[src/rtl/dcc_pkg.sv]
package dcc_pkg;
    typedef enum logic [1:0] {
        ST_IDLE   = 2'd0,
        ST_READY  = 2'd1,
        ST_ACTIVE = 2'd2
    } chan_st_e;

    localparam int START_BIT   = 0;
    localparam int DONE_IE_BIT = 1;
    localparam int ERR_IE_BIT  = 2;
    localparam int BIG_BIT     = 3;
    localparam int EXT_BIT     = 4;
    localparam int POL_BIT     = 5;
    localparam int LEV_BIT     = 6;
    localparam int CFG_TOP     = 6;

    typedef struct packed {
        logic lev;
        logic pol;
        logic ext;
        logic big;
        logic err_ie;
        logic done_ie;
    } cfg_t;
endpackage

[src/rtl/dcc_cfg_reg.sv]
module dcc_cfg_reg
    import dcc_pkg::*;
#(
    parameter int DATA_W = 32
) (
    input  logic              clk,
    input  logic              rst_n,
    input  logic              wr_en,
    input  logic [DATA_W-1:0] wr_data,
    output logic [DATA_W-1:0] rd_data,
    output logic              start_wr,
    output cfg_t              cfg
);
    localparam int PAD_W = DATA_W - CFG_TOP - 1;
    localparam cfg_t CFG_RST = '{lev: 1'b0, pol: 1'b0, ext: 1'b0,
                                 big: 1'b1, err_ie: 1'b1, done_ie: 1'b1};

    cfg_t cfg_d, cfg_q;

    always_comb begin
        cfg_d = cfg_q;
        if (wr_en) begin
            cfg_d.done_ie = wr_data[DONE_IE_BIT];
            cfg_d.err_ie  = wr_data[ERR_IE_BIT];
            cfg_d.big     = wr_data[BIG_BIT];
            cfg_d.ext     = wr_data[EXT_BIT];
            cfg_d.pol     = wr_data[POL_BIT];
            cfg_d.lev     = wr_data[LEV_BIT];
        end
    end

    always_ff @(posedge clk or negedge rst_n) begin
        if (!rst_n) cfg_q <= CFG_RST;
        else        cfg_q <= cfg_d;
    end

    assign start_wr = wr_en & wr_data[START_BIT];
    assign cfg      = cfg_q;
    assign rd_data  = {{PAD_W{1'b0}}, cfg_q.lev, cfg_q.pol, cfg_q.ext,
                       cfg_q.big, cfg_q.err_ie, cfg_q.done_ie, 1'b0};

    // fields follow the last written value
    assert_cfg_follow_R3: assert property (@(posedge clk) disable iff (!rst_n)
        wr_en |=> (rd_data[CFG_TOP:1] == $past(wr_data[CFG_TOP:1])));
endmodule

[src/rtl/dcc_req_det.sv]
module dcc_req_det #(
    parameter int SYNC_STAGES = 2
) (
    input  logic clk,
    input  logic rst_n,
    input  logic ext_req,
    input  logic pol,
    input  logic lev,
    output logic hit
);
    typedef struct packed {
        logic [SYNC_STAGES-1:0] sync;
        logic                   last;
    } det_t;

    det_t det_d, det_q;
    logic sync_out, act_now, act_prev;

    assign sync_out = det_q.sync[SYNC_STAGES-1];

    always_comb begin
        det_d      = det_q;
        det_d.sync = {det_q.sync[SYNC_STAGES-2:0], ext_req};
        det_d.last = sync_out;
    end

    always_ff @(posedge clk or negedge rst_n) begin
        if (!rst_n) det_q <= '0;
        else        det_q <= det_d;
    end

    assign act_now  = pol ? sync_out   : ~sync_out;
    assign act_prev = pol ? det_q.last : ~det_q.last;
    assign hit      = lev ? act_now : (act_now & ~act_prev);

    // one transition yields a single-cycle edge hit
    assert_edge_single_R5: assert property (@(posedge clk) disable iff (!rst_n)
        (!lev && hit) |=> (lev || !hit || !$stable(pol)));
endmodule

[src/rtl/dcc_seq.sv]
module dcc_seq
    import dcc_pkg::*;
(
    input  logic clk,
    input  logic rst_n,
    input  logic start_wr,
    input  logic ext_mode,
    input  logic ext_hit,
    input  logic done_ie,
    input  logic err_ie,
    input  logic xfer_done,
    input  logic xfer_err,
    input  logic clr_done,
    input  logic clr_err,
    output logic xfer_go,
    output logic busy,
    output logic irq_done,
    output logic irq_err
);
    typedef struct packed {
        chan_st_e st;
        logic     irq_done;
        logic     irq_err;
    } seq_t;

    seq_t s_d, s_q;
    logic req, fin_ok, fin_bad;

    assign req     = ext_mode ? ext_hit : 1'b1;
    assign fin_ok  = (s_q.st == ST_ACTIVE) && xfer_done && !xfer_err;
    assign fin_bad = (s_q.st == ST_ACTIVE) && xfer_err;

    always_comb begin
        s_d     = s_q;
        xfer_go = 1'b0;
        case (s_q.st)
            ST_IDLE:   if (start_wr) s_d.st = ST_READY;
            ST_READY:  if (req) begin
                           xfer_go = 1'b1;
                           s_d.st  = ST_ACTIVE;
                       end
            ST_ACTIVE: if (xfer_done || xfer_err) s_d.st = ST_IDLE;
            default:   s_d.st = ST_IDLE;
        endcase
        if (clr_done)           s_d.irq_done = 1'b0;
        if (fin_ok && done_ie)  s_d.irq_done = 1'b1;
        if (clr_err)            s_d.irq_err  = 1'b0;
        if (fin_bad && err_ie)  s_d.irq_err  = 1'b1;
    end

    always_ff @(posedge clk or negedge rst_n) begin
        if (!rst_n) s_q <= '{st: ST_IDLE, irq_done: 1'b0, irq_err: 1'b0};
        else        s_q <= s_d;
    end

    assign busy     = (s_q.st == ST_ACTIVE);
    assign irq_done = s_q.irq_done;
    assign irq_err  = s_q.irq_err;

    assert_ready_entry_R1: assert property (@(posedge clk) disable iff (!rst_n)
        (s_q.st == ST_READY && $past(s_q.st) == ST_IDLE) |-> $past(start_wr));
    assert_go_then_busy_R4: assert property (@(posedge clk) disable iff (!rst_n)
        xfer_go |=> busy);
    assert_done_irq_R8: assert property (@(posedge clk) disable iff (!rst_n)
        (busy && xfer_done && !xfer_err && done_ie) |=> (irq_done && !busy));
    assert_err_irq_R9: assert property (@(posedge clk) disable iff (!rst_n)
        (busy && xfer_err && err_ie) |=> (irq_err && !busy));
    assert_idle_hold_R10: assert property (@(posedge clk) disable iff (!rst_n)
        (s_q.st == ST_IDLE && !start_wr) |=> (s_q.st == ST_IDLE));
    assert_sticky_done_R11: assert property (@(posedge clk) disable iff (!rst_n)
        (irq_done && !clr_done) |=> irq_done);
    assert_sticky_err_R11: assert property (@(posedge clk) disable iff (!rst_n)
        (irq_err && !clr_err) |=> irq_err);
endmodule

[src/rtl/dma_chan_ctrl.sv]
module dma_chan_ctrl
    import dcc_pkg::*;
#(
    parameter int DATA_W      = 32,
    parameter int SYNC_STAGES = 2
) (
    input  logic              clk,
    input  logic              rst_n,
    input  logic              wr_en,
    input  logic [DATA_W-1:0] wr_data,
    output logic [DATA_W-1:0] rd_data,
    input  logic              ext_req,
    input  logic              xfer_done,
    input  logic              xfer_err,
    input  logic              clr_done,
    input  logic              clr_err,
    output logic              xfer_go,
    output logic              busy,
    output logic              big_endian,
    output logic              irq_done,
    output logic              irq_err
);
    cfg_t cfg;
    logic start_wr, ext_hit;

    dcc_cfg_reg #(.DATA_W(DATA_W)) u_cfg (
        .clk(clk), .rst_n(rst_n), .wr_en(wr_en), .wr_data(wr_data),
        .rd_data(rd_data), .start_wr(start_wr), .cfg(cfg)
    );

    dcc_req_det #(.SYNC_STAGES(SYNC_STAGES)) u_det (
        .clk(clk), .rst_n(rst_n), .ext_req(ext_req),
        .pol(cfg.pol), .lev(cfg.lev), .hit(ext_hit)
    );

    dcc_seq u_seq (
        .clk(clk), .rst_n(rst_n), .start_wr(start_wr), .ext_mode(cfg.ext),
        .ext_hit(ext_hit), .done_ie(cfg.done_ie), .err_ie(cfg.err_ie),
        .xfer_done(xfer_done), .xfer_err(xfer_err),
        .clr_done(clr_done), .clr_err(clr_err),
        .xfer_go(xfer_go), .busy(busy), .irq_done(irq_done), .irq_err(irq_err)
    );

    assign big_endian = cfg.big;

    // byte order output tracks the written field
    assert_big_follow_R12: assert property (@(posedge clk) disable iff (!rst_n)
        wr_en |=> (big_endian == $past(wr_data[BIG_BIT])));
endmodule

[config.mk]
export PLATFORM = sky130hd
export DESIGN_NAME = dma_chan_ctrl
export DESIGN_NICKNAME = d
export VERILOG_FILES = /design/src/rtl/dcc_pkg.sv /design/src/rtl/dcc_cfg_reg.sv /design/src/rtl/dcc_req_det.sv /design/src/rtl/dcc_seq.sv /design/src/rtl/dma_chan_ctrl.sv
export SDC_FILE = /design/constraint.sdc
export NUM_CORES = 1
export LEC_CHECK = 0
export BUFFER_PORTS_ARGS = -buffer_cell sky130_fd_sc_hd__buf_2
export CORE_MARGIN = 2
export CORE_UTILIZATION = 37
export DETAILED_ROUTE_END_ITERATION = 7
export GPL_ROUTABILITY_DRIVEN = 0
export PLACE_DENSITY = 0.83
export SLEW_MARGIN = 20
export SYNTH_ARGS = -nofsm -noshare
export SYNTH_HDL_FRONTEND = slang
export SYNTH_SLANG_ARGS = --single-unit
[constraint.sdc]
create_clock -name clk -period 1.83 [get_ports clk]
set_clock_uncertainty 0.2 [all_clocks]
set_input_delay 0.2745 -clock clk [delete_from_list [all_inputs] [get_ports clk]]
set_output_delay 0.2745 -clock clk [all_outputs]
set_load 0.01 [all_outputs]
==> out/qor.csv, run 1 <==
metric,value,unit
H-tree levels,1,
design area,862,µm²
Max Freq,566,MHz
critical path peak fanout,3,
wire per inst,9.69,µm
PortBufs,25,
"non-filler cells, final",127,
area of the multi-input gates,277,µm²
CP cell instances,"o21bai_1, o22a_1, a21oi_2, buf_2",
r2r setup slk,0.39,ns
status,finished clean,
Yosys cell types,20,
CTS Buf Count,3,
WHS Path Cells,2,
placed cells,117,
Synth Cell Area,768,µm²
maximum VDD drop,0.458,mV
endpoints failing hold,0,
period utilization,0.966,
CTS tree,yes,
predominant post-synthesis flop cell,dfrtp_1,
row cnt,16,
number of diodes,0,
Critical Path AT,1.29,ns
first-pass GRT wire length,1910,µm
Die H,49.6,µm
Pre-antenna DRT Iters,4,
Yosys top cell area share,0.326,
"Clk Latency, worst-skew pair",0.27,ns
"Warnings, synthesis",0,
most common cell in the netlist,buf_4,
number of synthesized register bits,13,
CP endpoint kind,output pin,
antenna violations before repair,0,
nets,141,
Critical Path Slowest Stage Cell,dfrtp_1,
post-synthesis sequential area ratio,0.428,
core area,1960,µm²
Worst Hold Launch,wr_data[6],
Final setup viols,0,
number of synthesized flops with an enable pin,0,
reg-to-reg critical path endpoint,u_seq.s_q[2]$_DFFE_PN0P_,
Static Leak,0.464,nW
Max Slew Vio Count,0,
WL final,1230,µm
Layout area overhead,12.2,%
IO Pins,77,
Die X,49.6,µm
pre-CTS WS,0.302,ns
Synth area leaders,"dfrtp_1, buf_4, dfstp_2",
RSZ-0062 raised after global routing,true,
Tmin final,1.77,ns
final worst setup slack,0.0618,ns
Seq. cell area,329,µm²
"Async S/R FF share, synth",1.00,
FF-to-FF Start,u_det.det_d[0]$_DFF_PN0_,
share of cells above drive strength 1,0.360,
WHS,0.0174,ns
Hold Path Sink,u_cfg.cfg[5]$_DFFE_PN0P_,
final core occ,0.439,
vias per cell,3.91,
Area after DPL,776,µm²
CTS sink cnt,13,
Startpoint Class,flip-flop,
DRT iter0 DRCs,4,
synth cell count leaders,"buf_4, dfrtp_1, mux2_1, inv_1, nand2_1",
GR Overflow Total,0,
pin count of the biggest net entering global routing,14,
Synth Instances,73,
WP data required,1.36,ns
fillers,190,
Initial Util,0.392,
DRC,0,
all-layer global routing usage,0.101,
clock tree buffer depth,2,
Final ANT Viol Nets,0,
vias in the first global route,442,
PwrDens,802,nW/µm²
Mean Syn Cell Area,10.5,µm²
Hold Crit Class,in -> reg,
via count,496,
maxcap violations,0,
die area,2460,µm²
clk slew on worst S/H paths,0.08,ns
CP peak stage delay,0.40,ns
Root Buffer,clkbuf_4,
post-detail-place hpwl,904,µm
Critical Setup Path Class,reg -> out,
Worst Reg-to-Reg Cells,4,
cell accounting for the most synthesized area,dfrtp_1,
==> cells by family after synthesis <==
logic type,count (synthesis),synth area share
other,1,0.00488
buffers and inverters,37,0.339
and+or+nand+nor,8,0.0603
AOI/OAI and AO/OA,8,0.0798
muxes,6,0.0879
DFF,13,0.428
==> routing by layer <==
| layer | up-vias | part of all wire | global-route usage |
|---|---|---|---|
| met1 | 222 | 0.40 | 0.120 |
| li1 | 234 | - | - |
| met2 | 40 | 0.50 | 0.176 |
| met5 | - | 0 | 0 |
| met3 | 0 | 0.099 | 0.0121 |
| met4 | 0 | 0 | 0.0556 |
==> layout make-up <==
class | count | share of cell area
Clock inverter | 1 | 0.00581
Clock buffer | 3 | 0.0261
Sequential cell | 13 | 0.382
Timing Repair Buffer | 31 | 0.209
Inverter | 4 | 0.0174
Multi-Input combinational cell | 48 | 0.321
Tap cell | 27 | 0.0392
==> flip-flops by register name, summed over array words and instances, names as in the netlist <==
name	flops
u_det.det_q	1
u_seq.irq_err	1
u_seq.irq_done	1
u_det.det_d	2
u_seq.s_q	2
u_cfg.cfg	6
==> timing repair <==
item,in CTS,in global routing
pin swaps,1,1
hold buffers,4,0
setup endpoints to repair,1,1
resized for setup,0,1
setup buffers,0,2
hold endpoints to repair,16,0
==> stage by stage <==
step	TNS, ns	power, mW
after floorplan	0	0.506
after global placement	0	0.501
after detailed placement	0	0.509
after CTS	0	0.690
after global routing	-0.0162	0.731
final	0	0.692
==> worst max-delay path, delay by kind of cell (launching register included) <==
| kind | cells | cell delay (ns) |
|---|---|---|
| DFF | 1 | 0.40 |
| AOI/OAI and AO/OA | 3 | 0.49 |
| buffers and inverters | 1 | 0.14 |
==> cell usage in the layout (no fill, tap or decap), types with 2 or more instances in the layout <==
cell,n
dfrtp_1,10
buf_4,2
conb_1,26
nand2_1,4
dfstp_2,3
buf_2,25
dlygate4sd3_1,4
clkbuf_4,3
mux2_1,6
inv_1,4
==> worst max path at each step <==
stage | from | to | slack (ns) | depth (start not counted)
4_1_cts | u_det.det_d[0]$_DFF_PN0_ | xfer_go | 0.007 | 4
5_1_grt | u_det.det_d[0]$_DFF_PN0_ | xfer_go | -0.02 | 4
3_3_place_gp | u_det.det_d[0]$_DFF_PN0_ | xfer_go | 0.32 | 4
6_report | u_det.det_d[0]$_DFF_PN0_ | xfer_go | 0.06 | 4
2_1_floorplan | u_det.det_d[0]$_DFF_PN0_ | xfer_go | 0.42 | 3
3_5_place_dp | u_det.det_d[0]$_DFF_PN0_ | xfer_go | 0.30 | 4
==> power by group <==
| part | switching, mW | internal, mW |
|---|---|---|
| Combinational | 0.0918 | 0.0776 |
| Clock | 0.0901 | 0.0808 |
| Sequential | 0.0289 | 0.322 |
| Total | 0.211 | 0.481 |
(Power assumes the default switching activity.)
==> run 2: changes to the inputs <==
Settings changed: CORE_UTILIZATION 37 to 39, CTS_BUF_LIST from default to sky130_fd_sc_hd__clkbuf_4, PLACE_DENSITY 0.83 to default, PLACE_DENSITY_LB_ADDON from default to 0.3.
==> run 2 against run 1 <==
  * Clock power grew 9.9%
  * Cell count shrank 0.79%
  * Critical path depth is the same
  * Register-to-register slack gained 0.12 ns
  * Sequential share of layout area grew 0.22 points
  * Die area shrank 4.7%
  * Fmax shrank 0.26%
  * First-iteration DRC count grew 25%
  * Global-route usage grew 0.23 points
  * Cell area shrank 0.58%
  * Critical path type unchanged
  * Largest power group unchanged
==> out/qor.csv, run 2 (same netlist as run 1, synthesis figures left out) <==
metric,value,unit,change
maximum VDD drop,0.501,mV,+9.4%
via count,495,,-0.20%
WP data required,1.36,ns,about the same
pin count of the biggest net entering global routing,14,,unchanged
period utilization,0.969,,+0.00254
Max Freq,564,MHz,-0.26%
clk slew on worst S/H paths,0.08,ns,about the same
die area,2340,µm²,-4.7%
WL met2,519,µm,-15%
final core occ,0.451,,+0.0112
share of cells above drive strength 1,0.354,,-0.00646
"commonest non-fill, non-tap cells in the layout","conb_1, buf_2, dfrtp_1",,
wire per inst,9.09,µm,-6.2%
Pre-antenna DRT Iters,4,,unchanged
Die X,48.4,µm,-2.4%
Die H,48.4,µm,-2.4%
maxcap violations,0,,unchanged
PortBufs,25,,unchanged
critical path peak fanout,3,,unchanged
Final ANT Viol Nets,0,,unchanged
DRC,0,,unchanged
DRT iter0 DRCs,5,,+1
CTS sink cnt,13,,unchanged
Static Leak,0.460,nW,-0.84%
all-layer global routing usage,0.103,,+0.00235
CP cell instances,"o21bai_1, o22a_1, a21oi_2, buf_2",,
GR Overflow Total,0,,unchanged
status,finished clean,,
crit-path leading delay family,compound AO/OA/AOI/OAI gates,,
Hold Crit Class,in -> reg,,
nets,140,,-0.71%
Root Buffer,clkbuf_4,,
Tmin final,1.77,ns,+0.00465 ns
number of diodes,0,,unchanged
endpoints failing hold,0,,unchanged
vias in the first global route,456,,+3.2%
CP endpoint kind,output pin,,
Layout area overhead,11.6,%,
CP peak stage delay,0.40,ns,about the same
IO Pins,77,,unchanged
Final setup viols,0,,unchanged
CTS Buf Count,3,,unchanged
post-detail-place hpwl,908,µm,+0.44%
CTS tree,yes,,
PwrDens,819,nW/µm²,+2.1%
pre-CTS WS,0.302,ns,+0.000491 ns
WL final,1150,µm,-7.0%
Critical Setup Path Class,reg -> out,,
Critical Path Slowest Stage Cell,dfrtp_1,,
max reg flops,6,,unchanged
Initial Util,0.404,,+0.0124
setup TNS,0,ns,unchanged
clock tree buffer depth,2,,unchanged
"commonest non-fill, non-tap cell in the layout",conb_1,,
antenna violations before repair,0,,unchanged
vias per cell,3.93,,+0.59%
RSZ-0062 raised after global routing,true,,
wl on met1,489,µm,-1.6%
first-pass GRT wire length,1890,µm,-1.1%
Max Slew Vio Count,0,,unchanged
met3 routed WL,127,µm,+4.1%
core area,1900,µm²,-3.1%
H-tree levels,1,,unchanged
Startpoint Class,flip-flop,,
row cnt,16,,unchanged
Max Used Layer,met4,,
Buf/Inv on CP,1,,unchanged
"Clk Latency, worst-skew pair",0.27,ns,about the same
Critical Path AT,1.30,ns,about the same
final worst setup slack,0.0572,ns,-0.00465 ns
[run 2: cell types whose count changed in the layout (fill, tap and decap cells not counted), sizes merged]
cell	before	now
buf	27	26
clkbuf	3	4
clkinv	1	0
[run 2: layout make-up]
class,count,area [µm²]
inverter,4,15.0
tap,27,33.8
fill,185,1040
sequential,13,329
timing repair buffer,30,173
multi-input combinational,48,277
clock buffer,4,30.0
[run 2: report_power, final]
| part | switching, mW | internal [mW] | leakage, nW |
|---|---|---|---|
| Sequential | 0.0280 | 0.322 | 0.155 |
| Clock | 0.0885 | 0.0991 | 0.0184 |
| Combinational | 0.0897 | 0.0745 | 0.286 |
| Total | 0.206 | 0.496 | 0.460 |
[run 2: metal layers]
metal  up-vias  GRT usage
li1        232          -
met1       223      0.122
met2        38      0.171
met3         2     0.0185
met4         0     0.0714
met5         -          0
[run 2: worst reg2reg max path, delay by kind of cell (launching register included)]
kind,cells,cell delay [ns]
AOI/OAI and AO/OA,3,0.62
DFF,1,0.40
[run 2: metrics by stage]
stage	hold WS (ns)	cell area [µm²]	power, mW	cells
detailed placement	-0.0248	776	0.508	117
CTS	0.0119	846	0.705	125
global placement	-0.0262	776	0.503	117
floorplan	-0.221	862	0.506	98
finish	0.0187	857	0.702	126
global route	0.00788	857	0.748	126
[run 2: repair_timing]
action / in CTS / in global routing
gates resized for setup: 0 / 1
pin swaps: 1 / 1
endpoints found under the setup margin: 1 / 1
hold buffers: 4 / 0
buffers inserted: 0 / 1
endpoints found under the hold margin: 16 / 0
cloned: 0 / 0
[run 2: worst paths after layout]
path / start / end / slack [ns] / depth (start not counted)
setup / recovery: u_det.det_d[0]$_DFF_PN0_ / xfer_go / 0.06 / 4
setup reg to reg: u_det.det_d[0]$_DFF_PN0_ / u_seq.s_q[2]$_DFFE_PN0P_ / 0.51 / 3
hold / removal: wr_data[3] / u_cfg.cfg[2]$_DFFE_PN1P_ / 0.02 / 2
hold reg to reg: u_det.det_d[2]$_DFF_PN0_ / u_det.det_d[0]$_DFF_PN0_ / 0.15 / 0
min in group asynchronous: rst_n / u_seq.irq_done$_DFFE_PN0P_ / 0.20 / 2
max in group asynchronous: rst_n / u_cfg.cfg[2]$_DFFE_PN1P_ / 0.96 / 2
